`src/rtl/widthRegFilePkg.sv`:
```
package widthRegFilePkg;
  localparam int NUM_CMD  = 6;
  localparam int CMD_CLR  = 0;
  localparam int CMD_SET  = 1;
  localparam int CMD_EXCH = 2;
  localparam int CMD_SWAP = 3;
  localparam int CMD_XFER = 4;
  localparam int CMD_LOAD = 5;

  localparam logic [2:0] SEL_ACC = 3'd0;
  localparam logic [2:0] SEL_X   = 3'd1;
  localparam logic [2:0] SEL_Y   = 3'd2;
  localparam logic [2:0] SEL_DP  = 3'd3;
  localparam logic [2:0] SEL_SP  = 3'd4;
  localparam logic [2:0] SEL_DB  = 3'd5;
  localparam logic [2:0] SEL_ST  = 3'd6;

  localparam int BIT_CARRY = 0;
  localparam int BIT_IDX   = 4;
  localparam int BIT_ACC   = 5;

  typedef struct packed {
    logic       doClear;
    logic       doSet;
    logic       doExch;
    logic       doSwap;
    logic       doXfer;
    logic       doLoad;
    logic [2:0] srcSel;
    logic [2:0] dstSel;
  } ctrlStrobes_t;
endpackage

```
`src/rtl/widthRegFileCtrl.sv`:
```
module widthRegFileCtrl
  import widthRegFilePkg::*;
(
  input  logic               clk,
  input  logic               rstN,
  input  logic [NUM_CMD-1:0] cmdStrobe,
  input  logic [7:0]         cmdOperand,
  output ctrlStrobes_t       strobes
);
  logic       isOneHot;
  logic [2:0] srcCode;
  logic [2:0] dstCode;
  logic       xferOk;
  logic       loadOk;

  assign isOneHot = ($countones(cmdStrobe) == 1);
  assign srcCode  = cmdOperand[6:4];
  assign dstCode  = cmdOperand[2:0];
  assign xferOk   = (srcCode <= SEL_SP) && (dstCode <= SEL_SP) && (srcCode != dstCode);
  assign loadOk   = (dstCode != 3'd7);

  always_comb begin
    strobes         = '0;
    strobes.srcSel  = srcCode;
    strobes.dstSel  = dstCode;
    if (isOneHot) begin
      strobes.doClear = cmdStrobe[CMD_CLR];
      strobes.doSet   = cmdStrobe[CMD_SET];
      strobes.doExch  = cmdStrobe[CMD_EXCH];
      strobes.doSwap  = cmdStrobe[CMD_SWAP];
      strobes.doXfer  = cmdStrobe[CMD_XFER] && xferOk;
      strobes.doLoad  = cmdStrobe[CMD_LOAD] && loadOk;
    end
  end

  AST_MALFORMED_DROPPED: assert property (@(posedge clk) disable iff (!rstN)
    ($countones(cmdStrobe) != 1) |->
      !(strobes.doClear || strobes.doSet || strobes.doExch ||
        strobes.doSwap || strobes.doXfer || strobes.doLoad));

  AST_STROBE_EXCLUSIVE: assert property (@(posedge clk) disable iff (!rstN)
    $countones({strobes.doClear, strobes.doSet, strobes.doExch,
                strobes.doSwap, strobes.doXfer, strobes.doLoad}) <= 1);
endmodule

```
`src/rtl/widthRegFileDp.sv`:
```
module widthRegFileDp
  import widthRegFilePkg::*;
#(
  parameter int WORD_W = 16,
  parameter logic [WORD_W-1:0] SP_RESET = 16'h01FF,
  parameter logic [7:0] ST_RESET = 8'h34
) (
  input  logic              clk,
  input  logic              rstN,
  input  ctrlStrobes_t      strobes,
  input  logic [7:0]        maskByte,
  input  logic [WORD_W-1:0] wrData,
  output logic [WORD_W-1:0] accC,
  output logic [WORD_W-1:0] idxX,
  output logic [WORD_W-1:0] idxY,
  output logic [WORD_W-1:0] dirPage,
  output logic [WORD_W-1:0] stackPtr,
  output logic [7:0]        dataBank,
  output logic [7:0]        statusP,
  output logic              emuFlag
);
  localparam int BYTE_W = WORD_W / 2;

  logic [WORD_W-1:0] accQ, xQ, yQ, dpQ, spQ;
  logic [WORD_W-1:0] accD, xD, yD, dpD, spD;
  logic [7:0]        dbQ, dbD, stQ, stD;
  logic              emuQ, emuD;
  logic [WORD_W-1:0] srcVal;
  logic [WORD_W-1:0] accWide, idxWide;
  logic              accNarrow, idxNarrow;
  logic              writeEn;
  logic [2:0]        writeSel;
  logic [WORD_W-1:0] writeVal;

  assign accNarrow = stQ[BIT_ACC];
  assign idxNarrow = stQ[BIT_IDX];

  always_comb begin
    unique case (strobes.srcSel)
      SEL_ACC: srcVal = accQ;
      SEL_X:   srcVal = xQ;
      SEL_Y:   srcVal = yQ;
      SEL_DP:  srcVal = dpQ;
      default: srcVal = spQ;
    endcase
  end

  assign writeEn  = strobes.doXfer || strobes.doLoad;
  assign writeSel = strobes.dstSel;
  assign writeVal = strobes.doLoad ? wrData : srcVal;

  assign accWide = accNarrow ? {accQ[WORD_W-1:BYTE_W], writeVal[BYTE_W-1:0]} : writeVal;
  assign idxWide = idxNarrow ? {{BYTE_W{1'b0}}, writeVal[BYTE_W-1:0]} : writeVal;

  always_comb begin
    stD  = stQ;
    emuD = emuQ;
    if (strobes.doClear) stD = stQ & ~maskByte;
    if (strobes.doSet)   stD = stQ | maskByte;
    if (strobes.doExch) begin
      emuD           = stQ[BIT_CARRY];
      stD[BIT_CARRY] = emuQ;
    end
    if (strobes.doLoad && writeSel == SEL_ST) stD = wrData[7:0];
    if (emuD) begin
      stD[BIT_ACC] = 1'b1;
      stD[BIT_IDX] = 1'b1;
    end
  end

  always_comb begin
    accD = accQ;
    xD   = xQ;
    yD   = yQ;
    dpD  = dpQ;
    spD  = spQ;
    dbD  = dbQ;
    if (strobes.doSwap) accD = {accQ[BYTE_W-1:0], accQ[WORD_W-1:BYTE_W]};
    if (writeEn) begin
      unique case (writeSel)
        SEL_ACC: accD = accWide;
        SEL_X:   xD   = idxWide;
        SEL_Y:   yD   = idxWide;
        SEL_DP:  dpD  = writeVal;
        SEL_SP:  spD  = writeVal;
        SEL_DB:  dbD  = writeVal[7:0];
        default: ;
      endcase
    end
    if (stD[BIT_IDX]) begin
      xD[WORD_W-1:BYTE_W] = '0;
      yD[WORD_W-1:BYTE_W] = '0;
    end
  end

  always_ff @(posedge clk) begin
    if (!rstN) begin
      accQ <= '0;
      xQ   <= '0;
      yQ   <= '0;
      dpQ  <= '0;
      spQ  <= SP_RESET;
      dbQ  <= '0;
      stQ  <= ST_RESET;
      emuQ <= 1'b1;
    end else begin
      accQ <= accD;
      xQ   <= xD;
      yQ   <= yD;
      dpQ  <= dpD;
      spQ  <= spD;
      dbQ  <= dbD;
      stQ  <= stD;
      emuQ <= emuD;
    end
  end

  assign accC     = accQ;
  assign idxX     = xQ;
  assign idxY     = yQ;
  assign dirPage  = dpQ;
  assign stackPtr = spQ;
  assign dataBank = dbQ;
  assign statusP  = stQ;
  assign emuFlag  = emuQ;

  AST_EMU_WIDTH_LOCK: assert property (@(posedge clk) disable iff (!rstN)
    emuQ |-> (stQ[BIT_ACC] && stQ[BIT_IDX]));

  AST_NARROW_IDX_HIGH: assert property (@(posedge clk) disable iff (!rstN)
    stQ[BIT_IDX] |-> (xQ[WORD_W-1:BYTE_W] == '0 && yQ[WORD_W-1:BYTE_W] == '0));

  AST_EXCH_SWAPS: assert property (@(posedge clk) disable iff (!rstN)
    strobes.doExch |=> (emuQ == $past(stQ[BIT_CARRY]) && stQ[BIT_CARRY] == $past(emuQ)));

  AST_FLAGOP_KEEPS_ACC: assert property (@(posedge clk) disable iff (!rstN)
    (strobes.doClear || strobes.doSet) |=> $stable(accQ));

  AST_SWAP_BYTES: assert property (@(posedge clk) disable iff (!rstN)
    strobes.doSwap |=> (accQ == {$past(accQ[BYTE_W-1:0]), $past(accQ[WORD_W-1:BYTE_W])}));

  AST_NARROW_ACC_KEEPS_B: assert property (@(posedge clk) disable iff (!rstN)
    (writeEn && writeSel == SEL_ACC && accNarrow) |=>
      (accQ[WORD_W-1:BYTE_W] == $past(accQ[WORD_W-1:BYTE_W])));
endmodule

```
`src/rtl/widthRegFile.sv`:
```
module widthRegFile
  import widthRegFilePkg::*;
#(
  parameter int WORD_W = 16
) (
  input  logic               clk,
  input  logic               rstN,
  input  logic [NUM_CMD-1:0] cmdStrobe,
  input  logic [7:0]         cmdOperand,
  input  logic [WORD_W-1:0]  wrData,
  output logic [WORD_W-1:0]  accC,
  output logic [WORD_W-1:0]  idxX,
  output logic [WORD_W-1:0]  idxY,
  output logic [WORD_W-1:0]  dirPage,
  output logic [WORD_W-1:0]  stackPtr,
  output logic [7:0]         dataBank,
  output logic [7:0]         statusP,
  output logic               emuFlag
);
  ctrlStrobes_t strobes;

  widthRegFileCtrl uCtrl (
    .clk        (clk),
    .rstN       (rstN),
    .cmdStrobe  (cmdStrobe),
    .cmdOperand (cmdOperand),
    .strobes    (strobes)
  );

  widthRegFileDp #(.WORD_W(WORD_W)) uDp (
    .clk      (clk),
    .rstN     (rstN),
    .strobes  (strobes),
    .maskByte (cmdOperand),
    .wrData   (wrData),
    .accC     (accC),
    .idxX     (idxX),
    .idxY     (idxY),
    .dirPage  (dirPage),
    .stackPtr (stackPtr),
    .dataBank (dataBank),
    .statusP  (statusP),
    .emuFlag  (emuFlag)
  );
endmodule

```
`config.mk`:
```
export PLATFORM = sky130hd
export DESIGN_NAME = widthRegFile
export DESIGN_NICKNAME = d
export VERILOG_FILES = /design/src/rtl/widthRegFilePkg.sv /design/src/rtl/widthRegFileCtrl.sv /design/src/rtl/widthRegFileDp.sv /design/src/rtl/widthRegFile.sv
export SDC_FILE = /design/constraint.sdc
export NUM_CORES = 1
export LEC_CHECK = 0
export ABC_AREA = 1
export CAP_MARGIN = 20
export CELL_PAD_IN_SITES_DETAIL_PLACEMENT = 1
export CELL_PAD_IN_SITES_GLOBAL_PLACEMENT = 2
export CORE_ASPECT_RATIO = 1.25
export CORE_UTILIZATION = 27
export DETAILED_ROUTE_END_ITERATION = 10
export GPL_TIMING_DRIVEN = 1
export PLACE_DENSITY_LB_ADDON = 0.05
export SYNTH_ARGS = -nofsm -noshare
export SYNTH_HDL_FRONTEND = slang
export SYNTH_SLANG_ARGS = --single-unit
```
`constraint.sdc`:
```
create_clock -name clk -period 3.5 [get_ports clk]
set_input_delay 1.05 -clock clk [delete_from_list [all_inputs] [get_ports clk]]
set_output_delay 1.05 -clock clk [all_outputs]
set_load 0.02 [all_outputs]
```
# After elaboration in Yosys (flattened, before gate mapping)
# Index checks and enable logic that the tools add are counted.
# Widths: inputs -> output; s select.
# op_classes
n_addsub	5
n_mul	0
div_mod_pow	0
order_cmp	2
eq_ne	13
n_shift	0
mux	14
bitwise	4
reduce_logical	17
# op_table
op	n
$mux 16	6
$add 32x32->32	2
$pmux 16 s4	1
$eq 32x2->1 const B	1
$mux 8	3
$eq 3x2->1 const B	4
$reduce_and 2->1	5
$eq 3x3->1 const B	3
$and 8x8->8	1
$not 8->8	1
$or 8x8->8	1
$add 1x1->2	3
$eq 3x1->1 const B	2
$le 3x3->1 const B	2
$logic_not 3->1	2
$mux 6	1
$ne 3x3->1 const B	2
$logic_and 1x1->1	5
$reduce_bool 4->1	1
$reduce_or 2->1	2
$mux 1	3
$ne 3x3->1	1
$reduce_bool 3->1	1
$logic_or 1x1->1	1
$not 1->1	1
# word_totals
reg_bits	97
latch_bits	0
ram_bits	0
romBits	0
inputBits	32
out_inout_bits	97
elab_cells	69
mem_count	0

# Logic depth before layout (Yosys ltp)
# Gate-level depths: netlist (run 1).
# logic_depth
depth_word	11
depth_mapped	17
depth_no_buf	16

# Modules after synthesis
# Synthesis (run 1) repeated with hierarchy kept, for this count alone.
# hier_totals
cells_unflattened	706
area_unflattened_um2	4927.2
# modules_own_cells
mod	n_inst	cells_per_inst	area_per_inst_um2	seq_area_each_um2
widthRegFileDp	1	657	4648.2	1941.9
widthRegFileCtrl	1	49	279.0	0.0

# Worst setup path after synthesis (run 1)
# No wires, ideal clock.
# synth_timing
path_type	input-to-reg
start	input cmdStrobe[4]
end	register uDp.xQ[15], in the netlist uDp.idxX[15]
setup_time_ns	0.115
arrival_time_ns	3.165
required_ns	3.385
path_slack_ns	0.220
cell_stages	12
n_path_buf	1
cell_sequence	ha_1 -> fa_1 -> ha_1 -> nor2_4 -> nand2_2 -> nor2_1 -> nand2_1 -> a21oi_2 -> nor2_2 -> inv_4 -> buf_6 -> a21oi_2
# synth_via
elab_chain_cells	9
word_cells_on_any_way	16
classes_between	2 x add/sub; 1 x eq/ne; 8 x mux; 5 x reduce/logical
# synth_rtl
item	line	rtl
start: declaration	widthRegFile.sv:8	input logic [NUM_CMD-1:0] cmdStrobe,
$add 1x1->2 (implied by the code)	widthRegFileCtrl.sv:16	assign isOneHot = ($countones(cmdStrobe) == 1);
$add 32x32->32 (implied by the code)	widthRegFileCtrl.sv:16	
$eq 32x2->1	widthRegFileCtrl.sv:16	
$mux 6 *	widthRegFileCtrl.sv:26	if (isOneHot) begin
$mux 8	widthRegFileDp.sv:58	if (strobes.doClear) stD = stQ & ~maskByte;
$mux 8	widthRegFileDp.sv:59	if (strobes.doSet) stD = stQ | maskByte;
$mux 8	widthRegFileDp.sv:64	if (strobes.doLoad && writeSel == SEL_ST) stD = wrData[7:0];
$mux 1	widthRegFileDp.sv:65	if (emuD) begin
$reduce_or 2->1 (no line)	--	
end signal: assignment	widthRegFileDp.sv:99	xQ <= '0;
end signal: assignment	widthRegFileDp.sv:108	xQ <= xD;
end: declaration	widthRegFileDp.sv:24	logic [WORD_W-1:0] accQ, xQ, yQ, dpQ, spQ;
# Mark *: on every way between the ends. The rest lies on a longest branch, timed or not. The select of a mux whose other input is x is not followed.
# A chain may end at the register's enable or synchronous reset.

# Worst setup path after layout (run 1)
# layout_timing
start	input cmdStrobe[0]
end	register uDp.spQ[10], in the netlist uDp.stackPtr[10]
# layout_via
elab_chain_cells	7
word_cells_on_any_way	8
classes_between	3 x add/sub; 1 x eq/ne; 2 x mux; 2 x reduce/logical
# layout_rtl
item	line	rtl
$add 1x1->2 (implied by the code) *	widthRegFileCtrl.sv:16	
$add 32x32->32 (implied by the code) * (2 in a row)	widthRegFileCtrl.sv:16	
$eq 32x2->1 *	widthRegFileCtrl.sv:16	
$mux 6 *	widthRegFileCtrl.sv:26	
$logic_or 1x1->1	widthRegFileDp.sv:48	assign writeEn = strobes.doXfer || strobes.doLoad;
$reduce_and 2->1 (no line)	--	
end signal: assignment	widthRegFileDp.sv:111	spQ <= spD;
end: declaration	widthRegFileDp.sv:24	
# Mark *: on every way between the ends. The rest lies on a longest branch, timed or not.

==> results_dict.tcl, run 1 <==
set metrics [dict create \
    status "complete, no violations" \
    drc 0 \
    cts_num_sinks 97 \
    drt_first_pass_iters 4 \
    nets 1017 \
    startpoint_type "input port" \
    p_seq_frac 0.397 \
    synthTopCellsByArea "dfxtp_1 36%, nand2_1 15%, nor2_1 8.2%, a21oi_1 6.1%, o21ai_0 5.2%" \
    tightest_slew_ns 0.520 \
    clockBufferDepth 2 \
    routed_wl_mm 23.5 \
    power-per-cell-area_nw_per_um2 375 \
    synth_top_cells_by_count "210 x nand2_1, 119 x nor2_1, 97 x dfxtp_1" \
    fmax_mhz 299 \
    start_util 0.278 \
    cap_violations 0 \
    synth-main-ff-cell "dfxtp_1" \
    viasPerCell 4.79 \
    crit_fanout 22 \
    area_growth_pct 44.9 \
    r2r_end "uDp.accC[0]$_SDFF_PN0_" \
    critPathMaxStageDelay_ns 0.60 \
    fin_ws_ns 0.150 \
    p_comb_frac 0.264 \
    power.leakage_nw 3.22 \
    cts-root-buf "clkbuf_16" \
    synth_area_um2 5430 \
    min_path_type "reg -> reg" \
    critPathSlowestCell "fa_1" \
    cp_top_family "adder cells" \
    rsz0062_at_grt "false" \
    critPathKind "in -> reg" \
    slew_violations 0 \
    wl_per_cell_um 18.8 \
    synth_edf_count 0 \
    r2r_slack_ns 2.02 \
    critPathRequiredTime_ns 3.78 \
    dieHeight_um 161 \
    critPathBufInv 4 \
    htree_levels 3 \
    worstPathCellList "clkdlybuf4s15_1 -> ha_2 -> fa_1 -> ha_4 -> nor2_4 -> nand2_2 -> nor2_4 -> clkinv_4 -> nand2_8 -> inv_8 -> nor2_4 -> nand2_2 -> buf_12 -> nand2_1 -> nand2_1 -> nor2_1" \
    synthCells 806 \
    synth_seq_area_share 0.358 \
    yosysTopAreaCellShare 0.358 \
    skew_ns 0.0111 \
    coreArea_um2 19500 \
    yosysTopAreaCell "dfxtp_1" \
    drive_above_1_share 0.174 \
    dp_hpwl_mm 18.2 \
    avgSynthCellArea_um2 6.73 \
    grtUsageTotal 0.231 \
    finalHoldViolCount 0 \
    vias 5983 \
    grt_pass1_wl_mm 35.7 \
    clk_pin_slew_ns 0.07 \
    clkPwrFrac 0.340 \
    crit_arrival_ns 3.63 \
    port_buffers 128 \
    grt_pass1_vias 6200 \
    post-place-ws_ns -0.547 \
    clk_latency_ns 0.36 \
    final.period_utilization 0.957 \
    gr-total-overflow 0 \
    power_mw 2.94 \
    synth_nets 844 \
    min_period_ns 3.35 \
    place_congestion 0.842 \
    ys_types 36 \
    antenna_found_initial 0 \
    critPathCaptureType "flop" \
    vdd_ir_drop_max_mv 0.214 \
    dr.first_iter.drc_count 284 \
    cts_made_buffers 9 \
    ys_ff_latch 97 \
    top_usage_layer "met2" \
    grtUsageMet1 0.273 \
    ys_warn_count 0 \
    p_sw_uw 994 \
    whs_path_depth 2 \
    std_cell_rows 57 \
    p_int_mw 1.95 \
    antenna_cells 0 \
    io_pins 129 \
    swShare 0.337 \
    cts_tree "yes" \
    finalSetupViolations 0 \
    cts_hold_buf 0 \
    grtUsageMet2 0.422 \
    final_antenna_net_count 0 \
    die-area_um2 20700 \
    grt_max_degree 43 \
    cpMostUsedCell "nor2_4" \
    die-width_um 129 \
    met3_usage 0.0310 \
    post-synth-top-count-cell "nand2_1" \
    async_reset_ff_frac 0 \
    reg2reg_depth 7 \
    max_slew_margin 0.653 \
    r2r_start "uDp.accC[0]$_SDFF_PN0_" \
    min_from "uDp.dataBank[1]$_SDFFE_PN0P_" \
    min_to "uDp.dataBank[1]$_SDFFE_PN0P_" \
    nFillCells 2479 \
]
[repair_timing]
action | 4_1_cts | 5_1_grt
endpoints found under the setup margin | 78 | 88
gates cloned | 1 | 2
gates resized for setup | 6 | 25
hold endpoints to repair | 0 | 0
pin swaps | 7 | 10
buffers inserted | 5 | 3
[tightest hold or removal path, cell delays in order, from the launching register on]
cell     delay [ns]
dfxtp_1        0.32
nand2_1        0.06
a21oi_1        0.05
[stage by stage]
stage                     cell area [um2]  instances  hold WS, ns  utilization  setup TNS (ns)
after floorplan                      5430        806        0.543            -               0
after global placement               7410       1222        0.455        0.379          -31.17
after detailed placement             7410       1222        0.467        0.379          -39.79
after CTS                            7750       1244        0.481        0.397               0
after global routing                 7860       1249        0.501        0.402               0
final                                7860       1249        0.474        0.402               0
[flip-flops by register name, indices dropped and copies added (netlist names)]
name and cells:
uDp.dirPage 16, uDp.accC 16, uDp.idxX 16, uDp.stackPtr 16
uDp.idxY 16, uDp.dataBank 8, uDp.statusP 8, uDp.emuFlag 1
[worst max path at each step]
| stage | startpoint | endpoint | depth (start not counted) |
|---|---|---|---|
| 2_1_floorplan | cmdStrobe[4] | uDp.idxX[15]$_SDFFE_PP0P_ | 12 |
| 3_3_place_gp | cmdStrobe[4] | uDp.idxY[14]$_SDFFE_PP0P_ | 14 |
| 3_5_place_dp | cmdStrobe[4] | uDp.stackPtr[10]$_SDFFE_PN0P_ | 18 |
| 4_1_cts | cmdStrobe[2] | uDp.stackPtr[10]$_SDFFE_PN0P_ | 18 |
| 5_1_grt | cmdStrobe[0] | uDp.accC[12]$_SDFFE_PN0P_ | 18 |
| 6_report | cmdStrobe[0] | uDp.stackPtr[10]$_SDFFE_PN0P_ | 16 |
[layout by cell type, fill, tap and decap left out, types with 7 or more instances in the layout]
cell type	n
nor2_1	119
dfxtp_1	97
inv_2	9
nand4_1	13
nor2_4	9
nand2_2	7
o21ai_2	12
nand3_1	54
a21oi_2	21
clkdlybuf4s50_1	122
inv_1	58
buf_12	13
nand2_1	210
buf_4	55
a21oi_1	60
o21ai_0	55
o21ai_1	11
clkbuf_16	9
[cell families after synthesis]
group | Yosys count | synth area share
flops | 97 | 0.358
compound gates | 165 | 0.175
xor+xnor | 1 | 0.00161
simple gates | 424 | 0.345
buf+inv | 113 | 0.104
fa+ha+maj | 6 | 0.0166
[metal layers]
metal | vias to the layer above | wire (um)
met5 | - | 0
met4 | 0 | 613
met3 | 31 | 770
met2 | 139 | 12200
met1 | 2877 | 9870
li1 | 2936 | -
[power by group through the flow]
| stage | combinational [mW] | clock, mW | sequential (mW) |
|---|---|---|---|
| floorplan | 0.358 | 0 | 1.23 |
| global placement | 0.730 | 0 | 1.19 |
| detailed placement | 0.747 | 0 | 1.19 |
| CTS | 0.773 | 1.03 | 1.17 |
| global route | 0.836 | 1.08 | 1.17 |
| finish | 0.776 | 1.00 | 1.17 |
[layout make-up]
| cell class | instances | area (um2) | share of cell area |
|---|---|---|---|
| multi-input cells | 596 | 2990 | 0.380 |
| repair buffers | 198 | 1990 | 0.253 |
| flip-flops and latches | 97 | 1940 | 0.247 |
| well taps | 265 | 332 | 0.0422 |
| inverters | 74 | 307 | 0.0390 |
| clock buffers | 9 | 225 | 0.0286 |
| clock inverters | 7 | 61.3 | 0.00780 |
| repair inverters | 3 | 20.0 | 0.00255 |
(Power assumes the default switching activity.)
==> inputs of run 2 (changes only) <==
CORE_ASPECT_RATIO = 0.6   (was 1.25)
CTS_BUF_LIST = sky130_fd_sc_hd__clkbuf_4 sky130_fd_sc_hd__clkbuf_8 sky130_fd_sc_hd__clkbuf_16   (was not set)
==> run 2 against run 1 <==
  * Combinational power shrank 2%
  * Die area about the same
  * Routed wire length is 0.90% higher
  * Maximum frequency down 1.4%
  * Non-clock buffer count down 1
  * Global-route usage down 0.22 points
  * Count of clock-buffer cells in the layout stayed put
  * Via count rose by 2.1%
  * Sequential share of layout area up 0.14 points
==> results_dict.tcl, run 2 (synthesized netlist as in run 1, its figures left out) <==
set metrics [dict create \
    wl_per_cell_um 19.0 \
    finalNonFillerCells 1249 \
    crit_arrival_ns 3.69 \
    status "complete, no violations" \
    die-area_um2 20700 \
    vdd_ir_drop_max_mv 0.219 \
    io_pins 129 \
    vias 6107 \
    clk_pin_slew_ns 0.07 \
    antenna_found_initial 0 \
    clk_latency_ns 0.36 \
    final_area_um2 7820 \
    nFillCells 2418 \
    swShare 0.341 \
    tightest_slew_ns 0.566 \
    dr.first_iter.drc_count 381 \
    regArea_um2 1940 \
    routed_wl_mm 23.7 \
    timing.hold.ws_ns 0.466 \
    cts-root-buf "clkbuf_16" \
    multi_input_area_um2 2960 \
    startpoint_type "input port" \
    slew_violations 0 \
    p_sw_mw 1.01 \
    grt_pass1_vias 6162 \
    coreArea_um2 19400 \
    crit_fanout 8 \
    area_growth_pct 44.0 \
    finalHoldViolCount 0 \
    p_int_mw 1.94 \
    clkPwrFrac 0.344 \
    dp_hpwl_mm 18.6 \
    fmax_mhz 294 \
    cts_tree "yes" \
    dieHeight_um 112 \
    grt_pass1_wl_mm 35.3 \
    drc 0 \
    drt_first_pass_iters 5 \
    max_slew_margin 0.622 \
    critPathRequiredTime_ns 3.79 \
    place_inst 1225 \
    grt_max_degree 37 \
    critPathKind "in -> reg" \
    place_congestion 0.837 \
    skew_ns 0.0116 \
    critPathSlowestCell "fa_2" \
    port_buffers 128 \
    p_comb_frac 0.259 \
    cts_made_buffers 9 \
    critPathBufInv 6 \
    drive_above_1_share 0.166 \
    nets 1015 \
    cp_top_family "adder cells" \
    clockBufferDepth 2 \
    min_period_ns 3.40 \
    cap_violations 0 \
    viasPerCell 4.89 \
    cts_num_sinks 97 \
    grtUsageTotal 0.228 \
    worstPathCellList "dlygate4sd2_1 -> ha_1 -> inv_1 -> fa_2 -> inv_1 -> ha_4 -> nor2_4 -> buf_6 -> nand3_2 -> nand2_1 -> o21ai_0 -> nor2_1 -> o21ai_2 -> nor2_4 -> buf_12 -> inv_4 -> a21oi_1" \
    final_antenna_net_count 0 \
    std_cell_rows 39 \
    final_cell_mix "210 x nand2_1, 122 x clkdlybuf4s50_1, 119 x nor2_1" \
    htree_levels 3 \
    p_seq_frac 0.397 \
    die-width_um 185 \
    min_path_type "reg -> reg" \
    layout_commonest_cell "nand2_1" \
    gr-total-overflow 0 \
    rsz0062_at_grt "false" \
    power.leakage_nw 3.20 \
    finalSetupViolations 0 \
    critPathMaxStageDelay_ns 0.38 \
    start_util 0.280 \
    final.period_utilization 0.970 \
    power-per-cell-area_nw_per_um2 377 \
    critPathCaptureType "flop" \
    cts_hold_buf 0 \
    placed_area_um2 7370 \
]
-- run 2: what timing repair did --
action                                  4_1_cts  5_1_grt
endpoints found under the setup margin       78       91
gates resized for setup                       5       14
buffers inserted                              3        2
cloned                                        0        2
pin swaps                                     4        4
-- run 2: worst paths after layout --
check | startpoint | endpoint | slack (ns) | depth (start not counted)
setup reg to reg | uDp.accC[3]$_SDFF_PN0_ | uDp.accC[3]$_SDFF_PN0_ | 1.89 | 6
hold / removal | uDp.dataBank[1]$_SDFFE_PN0P_ | uDp.dataBank[1]$_SDFFE_PN0P_ | 0.47 | 2
setup / recovery | cmdStrobe[4] | uDp.idxX[11]$_SDFFE_PP0P_ | 0.10 | 17
hold reg to reg | uDp.dataBank[1]$_SDFFE_PN0P_ | uDp.dataBank[1]$_SDFFE_PN0P_ | 0.47 | 2
-- run 2: layout make-up --
| cell class | instances | area share |
|---|---|---|
| flip-flops and latches | 97 | 0.248 |
| well taps | 266 | 0.0426 |
| clock buffers | 9 | 0.0288 |
| inverters | 74 | 0.0389 |
| diodes | 1 | 0.000320 |
| repair inverters | 2 | 0.00160 |
| multi-input cells | 596 | 0.379 |
| clock inverters | 7 | 0.00992 |
| repair buffers | 197 | 0.250 |
-- run 2: power groups by stage --
stage               sequential (mW)  clock, mW  combinational [mW]
finish                         1.17       1.02               0.764
global route                   1.18       1.08               0.821
CTS                            1.17       1.04               0.745
detailed placement             1.20          0               0.729
global placement               1.20          0               0.718
floorplan                      1.23          0               0.358
-- run 2: stage by stage --
| stage | setup TNS, ns | total power, mW | worst slack (ns) | util |
|---|---|---|---|---|
| 2_1_floorplan | 0 | 1.58 | 0.220 | - |
| 3_3_place_gp | -31.51 | 1.91 | -0.431 | 0.381 |
| 3_5_place_dp | -40.09 | 1.93 | -0.533 | 0.381 |
| 4_1_cts | 0 | 2.96 | 0.0149 | 0.398 |
| 5_1_grt | 0 | 3.07 | 0.00379 | 0.403 |
| 6_report | 0 | 2.95 | 0.104 | 0.403 |
-- run 2: worst reg2reg max path, cell delays in order, from the launching register on --
cell and delay (ns):
dfxtp_1 0.35, a21oi_1 0.19, nand2_1 0.07, nor2_1 0.33, o21ai_2 0.27, o21ai_0 0.24
nor2_1 0.06
-- run 2: metal layers --
layer / global-route usage / vias to the layer above / wire length [um]
met3: 0.0487 / 14 / 1360
met5: 0 / - / 0
met2: 0.326 / 153 / 9540
met1: 0.347 / 2995 / 12600
li1: - / 2945 / -
met4: 0.0452 / 0 / 181
==> inputs of run 3 (changes only) <==
CAP_MARGIN = not set   (was 20)
==> results of run 3 <==
The final DEF is identical to that of run 2; final timing and power are the same.
